### src/rtl/pbp_pkg.sv
package pbp_pkg;

    typedef enum logic [1:0] {
        ST_IDLE = 2'd0,
        ST_SEND = 2'd1,
        ST_PAD  = 2'd2
    } pbp_state_e;

endpackage

### src/rtl/pbp_lane_mux.sv
module pbp_lane_mux #(
    parameter int WORD_W = 24,
    parameter int BYTE_W = 8,
    parameter int LANES  = WORD_W / BYTE_W,
    parameter int SEL_W  = (LANES > 1) ? $clog2(LANES) : 1
) (
    input  logic [WORD_W-1:0] word,
    input  logic [SEL_W-1:0]  sel,
    output logic [BYTE_W-1:0] lane
);

    logic [BYTE_W-1:0] lanes [LANES];

    for (genvar g = 0; g < LANES; g++) begin : g_lane
        assign lanes[g] = word[g*BYTE_W +: BYTE_W];
    end

    always_comb begin
        lane = '0;
        for (int i = 0; i < LANES; i++) begin
            if (sel == SEL_W'(i)) begin
                lane = lanes[i];
            end
        end
    end

endmodule

### src/rtl/pbp_wrap_counter.sv
module pbp_wrap_counter #(
    parameter int MAXV = 63,
    parameter int W    = (MAXV > 0) ? $clog2(MAXV + 1) : 1
) (
    input  logic         clk,
    input  logic         rst_n,
    input  logic         inc,
    output logic [W-1:0] cnt
);

    always_ff @(posedge clk or negedge rst_n) begin
        if (!rst_n) begin
            cnt <= '0;
        end else if (inc) begin
            cnt <= (cnt == W'(MAXV)) ? '0 : cnt + 1'b1;
        end
    end

endmodule

### src/rtl/pbp_addr_gen.sv
module pbp_addr_gen #(
    parameter int               ADDR_W    = 16,
    parameter logic [ADDR_W-1:0] BASE_ADDR = '0
) (
    input  logic              clk,
    input  logic              rst_n,
    input  logic              reload,
    input  logic              step,
    output logic [ADDR_W-1:0] addr
);

    always_ff @(posedge clk or negedge rst_n) begin
        if (!rst_n) begin
            addr <= BASE_ADDR;
        end else if (reload) begin
            addr <= BASE_ADDR;
        end else if (step) begin
            addr <= addr + 1'b1;
        end
    end

endmodule

### src/rtl/page_byte_packer.sv
module page_byte_packer
    import pbp_pkg::*;
#(
    parameter int                WORD_W      = 24,
    parameter int                BYTE_W      = 8,
    parameter int                PAGE_BYTES  = 64,
    parameter int                GROUP_WORDS = 64,
    parameter int                ADDR_W      = 16,
    parameter logic [ADDR_W-1:0] BASE_ADDR   = '0
) (
    input  logic              clk,
    input  logic              rst_n,
    input  logic              in_valid,
    output logic              in_ready,
    input  logic [WORD_W-1:0] in_word,
    input  logic              in_last,
    output logic              out_valid,
    input  logic              out_ready,
    output logic [BYTE_W-1:0] out_byte,
    output logic [ADDR_W-1:0] out_addr,
    output logic              out_page_end
);

    localparam int LANES       = WORD_W / BYTE_W;
    localparam int LANE_W      = (LANES > 1) ? $clog2(LANES) : 1;
    localparam int GROUP_BYTES = GROUP_WORDS * LANES;
    localparam int PAGE_CW     = $clog2(PAGE_BYTES);
    localparam int GROUP_CW    = $clog2(GROUP_BYTES);

    pbp_state_e state_q, state_d;

    logic [WORD_W-1:0]   hold_q;
    logic                last_q;
    logic [LANE_W-1:0]   lane_q;
    logic [BYTE_W-1:0]   lane_byte;
    logic [PAGE_CW-1:0]  page_pos;
    logic [GROUP_CW-1:0] group_pos;

    logic fire;
    logic accept;
    logic lane_top;
    logic group_top;
    logic word_done;
    logic stream_end;

    // ---------------- byte lane selection ----------------
    pbp_lane_mux #(
        .WORD_W (WORD_W),
        .BYTE_W (BYTE_W)
    ) u_lane_mux (
        .word (hold_q),
        .sel  (lane_q),
        .lane (lane_byte)
    );

    // ---------------- position in page and in group ----------------
    pbp_wrap_counter #(
        .MAXV (PAGE_BYTES - 1),
        .W    (PAGE_CW)
    ) u_page_pos (
        .clk   (clk),
        .rst_n (rst_n),
        .inc   (fire),
        .cnt   (page_pos)
    );

    pbp_wrap_counter #(
        .MAXV (GROUP_BYTES - 1),
        .W    (GROUP_CW)
    ) u_group_pos (
        .clk   (clk),
        .rst_n (rst_n),
        .inc   (fire),
        .cnt   (group_pos)
    );

    // ---------------- byte address ----------------
    pbp_addr_gen #(
        .ADDR_W    (ADDR_W),
        .BASE_ADDR (BASE_ADDR)
    ) u_addr_gen (
        .clk    (clk),
        .rst_n  (rst_n),
        .reload (stream_end),
        .step   (fire),
        .addr   (out_addr)
    );

    // ---------------- control decode ----------------
    assign fire       = out_valid && out_ready;
    assign accept     = in_valid && in_ready;
    assign lane_top   = (lane_q == LANE_W'(LANES - 1));
    assign group_top  = (group_pos == GROUP_CW'(GROUP_BYTES - 1));
    assign word_done  = (state_q == ST_SEND) && fire && lane_top;
    assign stream_end = (word_done && last_q && group_top)
                     || ((state_q == ST_PAD) && fire && group_top);

    // ---------------- state register ----------------
    always_ff @(posedge clk or negedge rst_n) begin
        if (!rst_n) begin
            state_q <= ST_IDLE;
        end else begin
            state_q <= state_d;
        end
    end

    // ---------------- next state ----------------
    always_comb begin
        state_d = state_q;
        unique case (state_q)
            ST_IDLE: begin
                if (accept) begin
                    state_d = ST_SEND;
                end
            end
            ST_SEND: begin
                if (word_done) begin
                    if (last_q) begin
                        state_d = group_top ? ST_IDLE : ST_PAD;
                    end else begin
                        state_d = accept ? ST_SEND : ST_IDLE;
                    end
                end
            end
            ST_PAD: begin
                if (fire && group_top) begin
                    state_d = ST_IDLE;
                end
            end
            default: state_d = ST_IDLE;
        endcase
    end

    // ---------------- outputs ----------------
    always_comb begin
        in_ready  = 1'b0;
        out_valid = 1'b0;
        out_byte  = '0;
        unique case (state_q)
            ST_IDLE: begin
                in_ready = 1'b1;
            end
            ST_SEND: begin
                out_valid = 1'b1;
                out_byte  = lane_byte;
                in_ready  = lane_top && out_ready && !last_q;
            end
            ST_PAD: begin
                out_valid = 1'b1;
            end
            default: begin
                in_ready = 1'b0;
            end
        endcase
        out_page_end = out_valid && (page_pos == PAGE_CW'(PAGE_BYTES - 1));
    end

    // ---------------- held word and lane pointer ----------------
    always_ff @(posedge clk or negedge rst_n) begin
        if (!rst_n) begin
            hold_q <= '0;
            last_q <= 1'b0;
            lane_q <= '0;
        end else if (accept) begin
            hold_q <= in_word;
            last_q <= in_last;
            lane_q <= '0;
        end else if ((state_q == ST_SEND) && fire && !lane_top) begin
            lane_q <= lane_q + 1'b1;
        end
    end

endmodule

### config.mk
export PLATFORM = sky130hd
export DESIGN_NAME = page_byte_packer
export DESIGN_NICKNAME = d
export VERILOG_FILES = /design/src/rtl/pbp_pkg.sv /design/src/rtl/pbp_lane_mux.sv /design/src/rtl/pbp_wrap_counter.sv /design/src/rtl/pbp_addr_gen.sv /design/src/rtl/page_byte_packer.sv
export SDC_FILE = /design/constraint.sdc
export NUM_CORES = 1
export LEC_CHECK = 0
export CORE_MARGIN = 2
export CORE_UTILIZATION = 35
export DETAILED_ROUTE_END_ITERATION = 16
export DONT_BUFFER_PORTS = 1
export SETUP_SLACK_MARGIN = 0.05
export SLEW_MARGIN = 20
export SYNTH_ARGS = -nofsm -noshare
export SYNTH_HDL_FRONTEND = slang
export SYNTH_SLANG_ARGS = --single-unit
### constraint.sdc
create_clock -name clk -period 4.5 [get_ports clk]
set_clock_uncertainty 0.1 [all_clocks]
set_input_delay 0.9 -clock clk [delete_from_list [all_inputs] [get_ports clk]]
set_output_delay 0.9 -clock clk [all_outputs]
set_load 0.02 [all_outputs]
Yosys cells after proc, flatten, opt, wreduce, memory -nomap -nowiden
Index checks and enable logic that the tools add are counted.
{"block": "totals", "regBits": 59, "input_bits": 29, "output_inout_bits": 27, "wordCells": 61}
{"block": "op_classes", "addsub": 4, "n_eq_ne": 9, "muxes": 19, "reduce_logical": 22}
{"operator": "2-to-1 mux 8 bit", "n": 5}
{"operator": "2-to-1 mux 16 bit", "n": 2}
{"operator": "adder 16 x 1 -> 16 bit, second input constant", "n": 1}
{"operator": "2-to-1 mux 2 bit", "n": 7}
{"operator": "logical AND 1 bit", "n": 13}
{"operator": "adder 8 x 1 -> 8 bit, second input constant", "n": 1}
{"operator": "== test 8 bit, second input constant", "n": 1}
{"operator": "adder 6 x 1 -> 6 bit, second input constant", "n": 1}
{"operator": "== test 6 bit, second input constant", "n": 1}
{"operator": "2-to-1 mux 6 bit", "n": 1}
{"operator": "one-hot mux 2 bit (3 select lines)", "n": 1}
{"operator": "== test 2 x 1 -> 1 bit, second input constant", "n": 2}
{"operator": "== test 2 bit, second input constant", "n": 2}
{"operator": "zero test 2 bit", "n": 2}
{"operator": "!= test 2 bit, second input constant", "n": 2}
{"operator": "nonzero test 2 bit", "n": 2}
{"operator": "AND reduction 3 bit", "n": 1}
{"operator": "adder 2 x 1 -> 2 bit, second input constant", "n": 1}
{"operator": "zero test 1 bit", "n": 2}
{"operator": "2-to-1 mux 1 bit", "n": 2}
{"operator": "!= test 2 x 1 -> 1 bit, second input constant", "n": 1}
{"operator": "one-hot mux 1 bit (2 select lines)", "n": 1}
{"operator": "OR reduction 2 bit", "n": 1}
{"operator": "logical OR 1 bit", "n": 1}

Depth between registers and ports, before layout
{"block": "logic_depth", "ltp_word": 10, "depth_mapped": 8, "depth_no_buf": 6}

Cells and area by module
From an unflattened synthesis, not the netlist that was laid out.
{"block": "unflattened", "hier_cells": 269, "area_unflattened_um2": 3200.6}
{"mod": "page_byte_packer", "instances": 1, "cells_each": 103, "area_per_inst_um2": 1422.6, "seq_area_each_um2": 725.7}
{"mod": "pbp_addr_gen", "instances": 1, "cells_each": 82, "area_per_inst_um2": 872.1, "seq_area_each_um2": 400.4}
{"mod": "pbp_wrap_counter (u_group_pos)", "instances": 1, "cells_each": 39, "area_per_inst_um2": 429.2, "seq_area_each_um2": 200.2}
{"mod": "pbp_wrap_counter (u_page_pos)", "instances": 1, "cells_each": 25, "area_per_inst_um2": 279.0, "seq_area_each_um2": 150.1}
{"mod": "pbp_lane_mux", "instances": 1, "cells_each": 20, "area_per_inst_um2": 197.7, "seq_area_each_um2": 0.0}

Worst setup path before layout
OpenSTA, ideal clock, no wires.
{"block": "synth_timing", "path_kind": "input to output", "from": "input port out_ready", "to": "output port in_ready", "arrival_ps": 1671, "required_time_ps": 3500, "path_slack_ps": 1829, "cell_stages": 4, "n_path_buf": 2, "path_cell_list": "buf_2 > and4b_1 > or2_2 > buf_2"}
{"block": "synth_via", "elab_chain_cells": 3}
{"item": "from (decl)", "line": "page_byte_packer.sv:18", "rtl": "input logic out_ready,"}
{"item": "logical AND 1 bit (2 in a row)", "line": "page_byte_packer.sv:146", "rtl": "in_ready = lane_top && out_ready && !last_q;"}
{"item": "one-hot mux 1 bit (2 select lines)", "line": "page_byte_packer.sv:139", "rtl": "unique case (state_q)"}
{"item": "to (decl)", "line": "page_byte_packer.sv:14", "rtl": "output logic in_ready,"}
Every way passes these cells.

Final worst setup path
{"block": "layout_timing", "from": "register lane_q[1]", "to": "output port out_byte[2]"}
{"block": "layout_via", "elab_chain_cells": 5, "elab_cells_between_ends": 7, "cone_classes": "eq/ne (2); mux (4); reduce/logical (1)"}
{"item": "from (decl)", "line": "page_byte_packer.sv:34", "rtl": "logic [LANE_W-1:0] lane_q;"}
{"item": "from (signal assigned)", "line": "page_byte_packer.sv:169", "rtl": "lane_q <= lane_q + 1'b1;"}
{"item": "zero test 2 bit", "line": "pbp_lane_mux.sv:21", "rtl": "if (sel == SEL_W'(i)) begin"}
{"item": "2-to-1 mux 8 bit (2 in a row)", "line": "pbp_lane_mux.sv:21"}
{"item": "2-to-1 mux 8 bit *", "line": "pbp_lane_mux.sv:21"}
{"item": "2-to-1 mux 8 bit *", "line": "page_byte_packer.sv:139"}
{"item": "to (decl)", "line": "page_byte_packer.sv:19", "rtl": "output logic [BYTE_W-1:0] out_byte,"}
Mark *: on every way between the ends. The rest lies on a longest branch, timed or not.

==> implementation parameters <==
Parameter                              Value

Floorplan
  Die Outline Area    ~0.0092 sq mm
  Core Area    0.008217 sq mm
  Die W    96.11 um
  Site Rows    33
  Number of ports placed on the die boundary    56
  Initial Utilization    36.14%
  Die span in y    96.11 um

Setup path
  Type of origin of the critical path    register
  Startpoint of the worst register-to-register path    lane_q[0]
  Ordered list of cells on the worst path    inv_1 -> ha_1 -> nor2b_1 -> a22oi_1 -> o21ai_0 -> and2_1
  R2r endpoint    hold_q[21]
  Worst endpoint data arrival time    2.13 ns
  Worst path slowest cell    nor2b_1
  Reg-to-reg slack, setup    2.01 ns
  Worst setup path category    reg -> out
  Slowest Stage Delay on Critical Path    between 0.4 and 0.5 ns
  Req. time, crit path    3.50 ns
  Type of destination of the critical path    output pin
  Critical Path End    out_byte[2]
  Reg2Reg Depth    6
  Worst setup path startpoint    lane_q[1]
  CP max FO    10

Global routing
  First-pass GRT wire length    9673 um
  Pin count of the biggest net entering global routing    60
  Vias in the first global route    1943
  Antenna violations before repair    0
  Remaining Overflow, GRT    0
  Total GRT Usage    13.83%

Clock network
  Hold buffers post-CTS    0
  Clk Tree Root Cell    clkbuf_8
  Cts repair resizes    0
  Clk_lat worst skew    around 0.34 ns
  Clock Tree Buf Depth    2
  H-Tree Level Count    3
  TritonCTS clock tree    built
  Clock sink count    59
  Setup repair bufs after CTS    0
  Clock transition time at the flip-flop clock pins of the worst setup and hold paths    ~0.070 ns
  TritonCTS buffer count    9

Finish
  Area growth syn-to-layout    11.21%
  Layout Cells excl Fill    385
  Fraction of final layout cells with drive strength greater than 1    19.64%
  Layout net count    313
  FILL cells    775
  Antenna diode count    0

Timing
  Share of the cycle needed by the critical path after routing    69.60%
  Transition time of the tightest slew-check pin    around 0.76 ns
  Count of final setup violators    0
  Setup_tns    0 ns
  Unrepaired setup endpoints after global routing    false
  Max-slew violation count    0
  Maximum clock frequency    about 320 MHz
  Slew headroom    49.04%
  Shortest clock period the worst path allows after layout    3.132 ns
  Number of hold violations in the final report    0

Hold path
  Worst hold path type    in -> async

Yosys
  Top cells by area, synth    dfrtp_1, mux2_2, xnor2_1, ha_1, nand2_1
  Synthesis warning total    0
  Fraction of synthesized cell area taken by the top area cell type    49.73%
  Post-Syn Instances    275
  Post-Syn Nets    313
  Unique masters post-synth    41
  Post-synth EDFFs    0
  Mean instance size in the synthesized netlist    10.80 sq um
  Most instantiated cells after synthesis    dfrtp_1, nand2_1, mux2_2
  Post-synthesis sequential area ratio    between 40% and 50%
  Cell area after synthesis    0.002969 sq mm
  Area leader, netlist    dfrtp_1
  Most frequently used flop master after synthesis    dfrtp_1
  Number of storage elements in the synthesis netlist    59
  Async set or reset register ratio after synthesis    100.0%
  Leading cell type by number of instances after synthesis    dfrtp_1

Pwr
  P per Cell Area    between 600 and 700 mW/mm^2
  Peak supply drop    0.0001622 V
  Power, Total    2.230 mW
  Standby leakage power    1.414 nW

Drt
  Initial DRT Pass Iterations    4
  Total via count after detailed routing    between 1.5k and 2k
  DR iter-0 viols    89
  Remaining routing DRC violations    0
  Total length of routed wires    5863 um
  Final routed wire length divided by cell count    15.23 um
  Routed vias/inst    5.156
  Remaining number of nets flagged by the antenna check after routing    0

Placement
  Routability Congestion    0.7934
  Count of input and output buffers    0
  Half-perimeter wire length after detailed placement    4032 um
  Number of placed cells counting well taps    369

Outcome
  Outcome    complete, no violations

Run
  Max Cap Violations    0
==> cell families after synthesis <==
| group | synth area share [%] |
|---|---|
| compound gates | 7.290 |
| xor+xnor | 6.195 |
| fa+ha+maj | 3.793 |
| buf+inv | 3.118 |
| flops | 49.73 |
| mux | 11.04 |
| simple gates | 18.84 |
==> stage by stage <==
step / setup slack (ns) / util [%] / hold slack, ns / area [sq um]
2_1_floorplan: 1.829 / - / 0.3577 / 2969
3_3_place_gp: 1.894 / 37.02 / 0.3821 / 3042
3_5_place_dp: 1.766 / 37.02 / 0.3814 / 3042
4_1_cts: 1.393 / 40.19 / 0.1372 / 3302
5_1_grt: 1.152 / 40.19 / 0.1285 / 3302
6_report: 1.368 / 40.19 / 0.1533 / 3302
==> worst min-delay path by stage <==
stage                     cells past startpoint              start             endpoint
after global routing                          0              rst_n  u_addr_gen.addr[13]
final                                         0              rst_n  u_addr_gen.addr[13]
after detailed placement                      1  u_page_pos.cnt[2]    u_page_pos.cnt[2]
after global placement                        1  u_page_pos.cnt[2]    u_page_pos.cnt[2]
after floorplan                               1  u_page_pos.cnt[2]    u_page_pos.cnt[2]
after CTS                                     0              rst_n  u_addr_gen.addr[13]
==> routing by layer <==
layer  GRT usage (%)  share of wire (%)
met5               0                  0
met2           20.83                 48
met3           4.855                5.1
met1           17.59                 45
met4           6.786                2.2
==> cell usage in the layout, fill, tap and decap left out, types with 2 or more instances in the layout <==
cell	instances
ha_1	9
or3_1	2
mux2i_1	2
or2_2	2
xnor2_1	14
nor2_1	18
nand4_1	9
xor2_1	7
inv_1	7
nor4_1	6
nor3_1	6
o21ai_0	11
and3_1	3
dfrtp_1	59
nand3_1	6
and2_1	8
nor2b_1	3
nand2_1	28
a22oi_1	7
nand3b_1	3
nand2_4	2
mux2_2	26
bufinv_16	3
clkbuf_8	12
a21oi_1	11
==> state kept, by name, indices dropped and copies added (netlist names) <==
| name | count |
|---|---|
| last_q | 1 |
| u_addr_gen.addr | 16 |
| u_page_pos.cnt | 6 |
| lane_q | 2 |
| state_q | 2 |
| hold_q | 24 |
| u_group_pos.cnt | 8 |
==> where the power goes <==
group | switching (mW) | internal (mW) | leakage, nW
Sequential | 0.183 | 0.723 | 0.743
Clock | 0.208 | 0.412 | 0.133
Combinational | 0.383 | 0.320 | 0.538
==> worst max-delay path: cells and delay by family (launching register included) <==
| family | cells | cell delay, ns |
|---|---|---|
| and+or+nand+nor | 2 | 0.74 |
| DFF | 1 | 0.37 |
| adders and majority gates | 1 | 0.31 |
| AOI/OAI and AO/OA | 2 | 0.30 |
| buffers and inverters | 1 | 0.07 |
==> final cells by class <==
| type | count | area, sq um | area share, % |
|---|---|---|---|
| Clock inverter | 4 | 95.09 | 2.880 |
| Multi-Input combinational cell | 197 | 1400 | 42.40 |
| Sequential cell | 59 | 1476 | 44.71 |
| Inverter | 7 | 26.28 | 0.7958 |
| Tap cell | 105 | 131.4 | 3.979 |
| Timing Repair Buffer | 1 | 7.507 | 0.2274 |
| Clock buffer | 12 | 165.2 | 5.002 |
No activity file was read; power rests on OpenSTA's default activity.
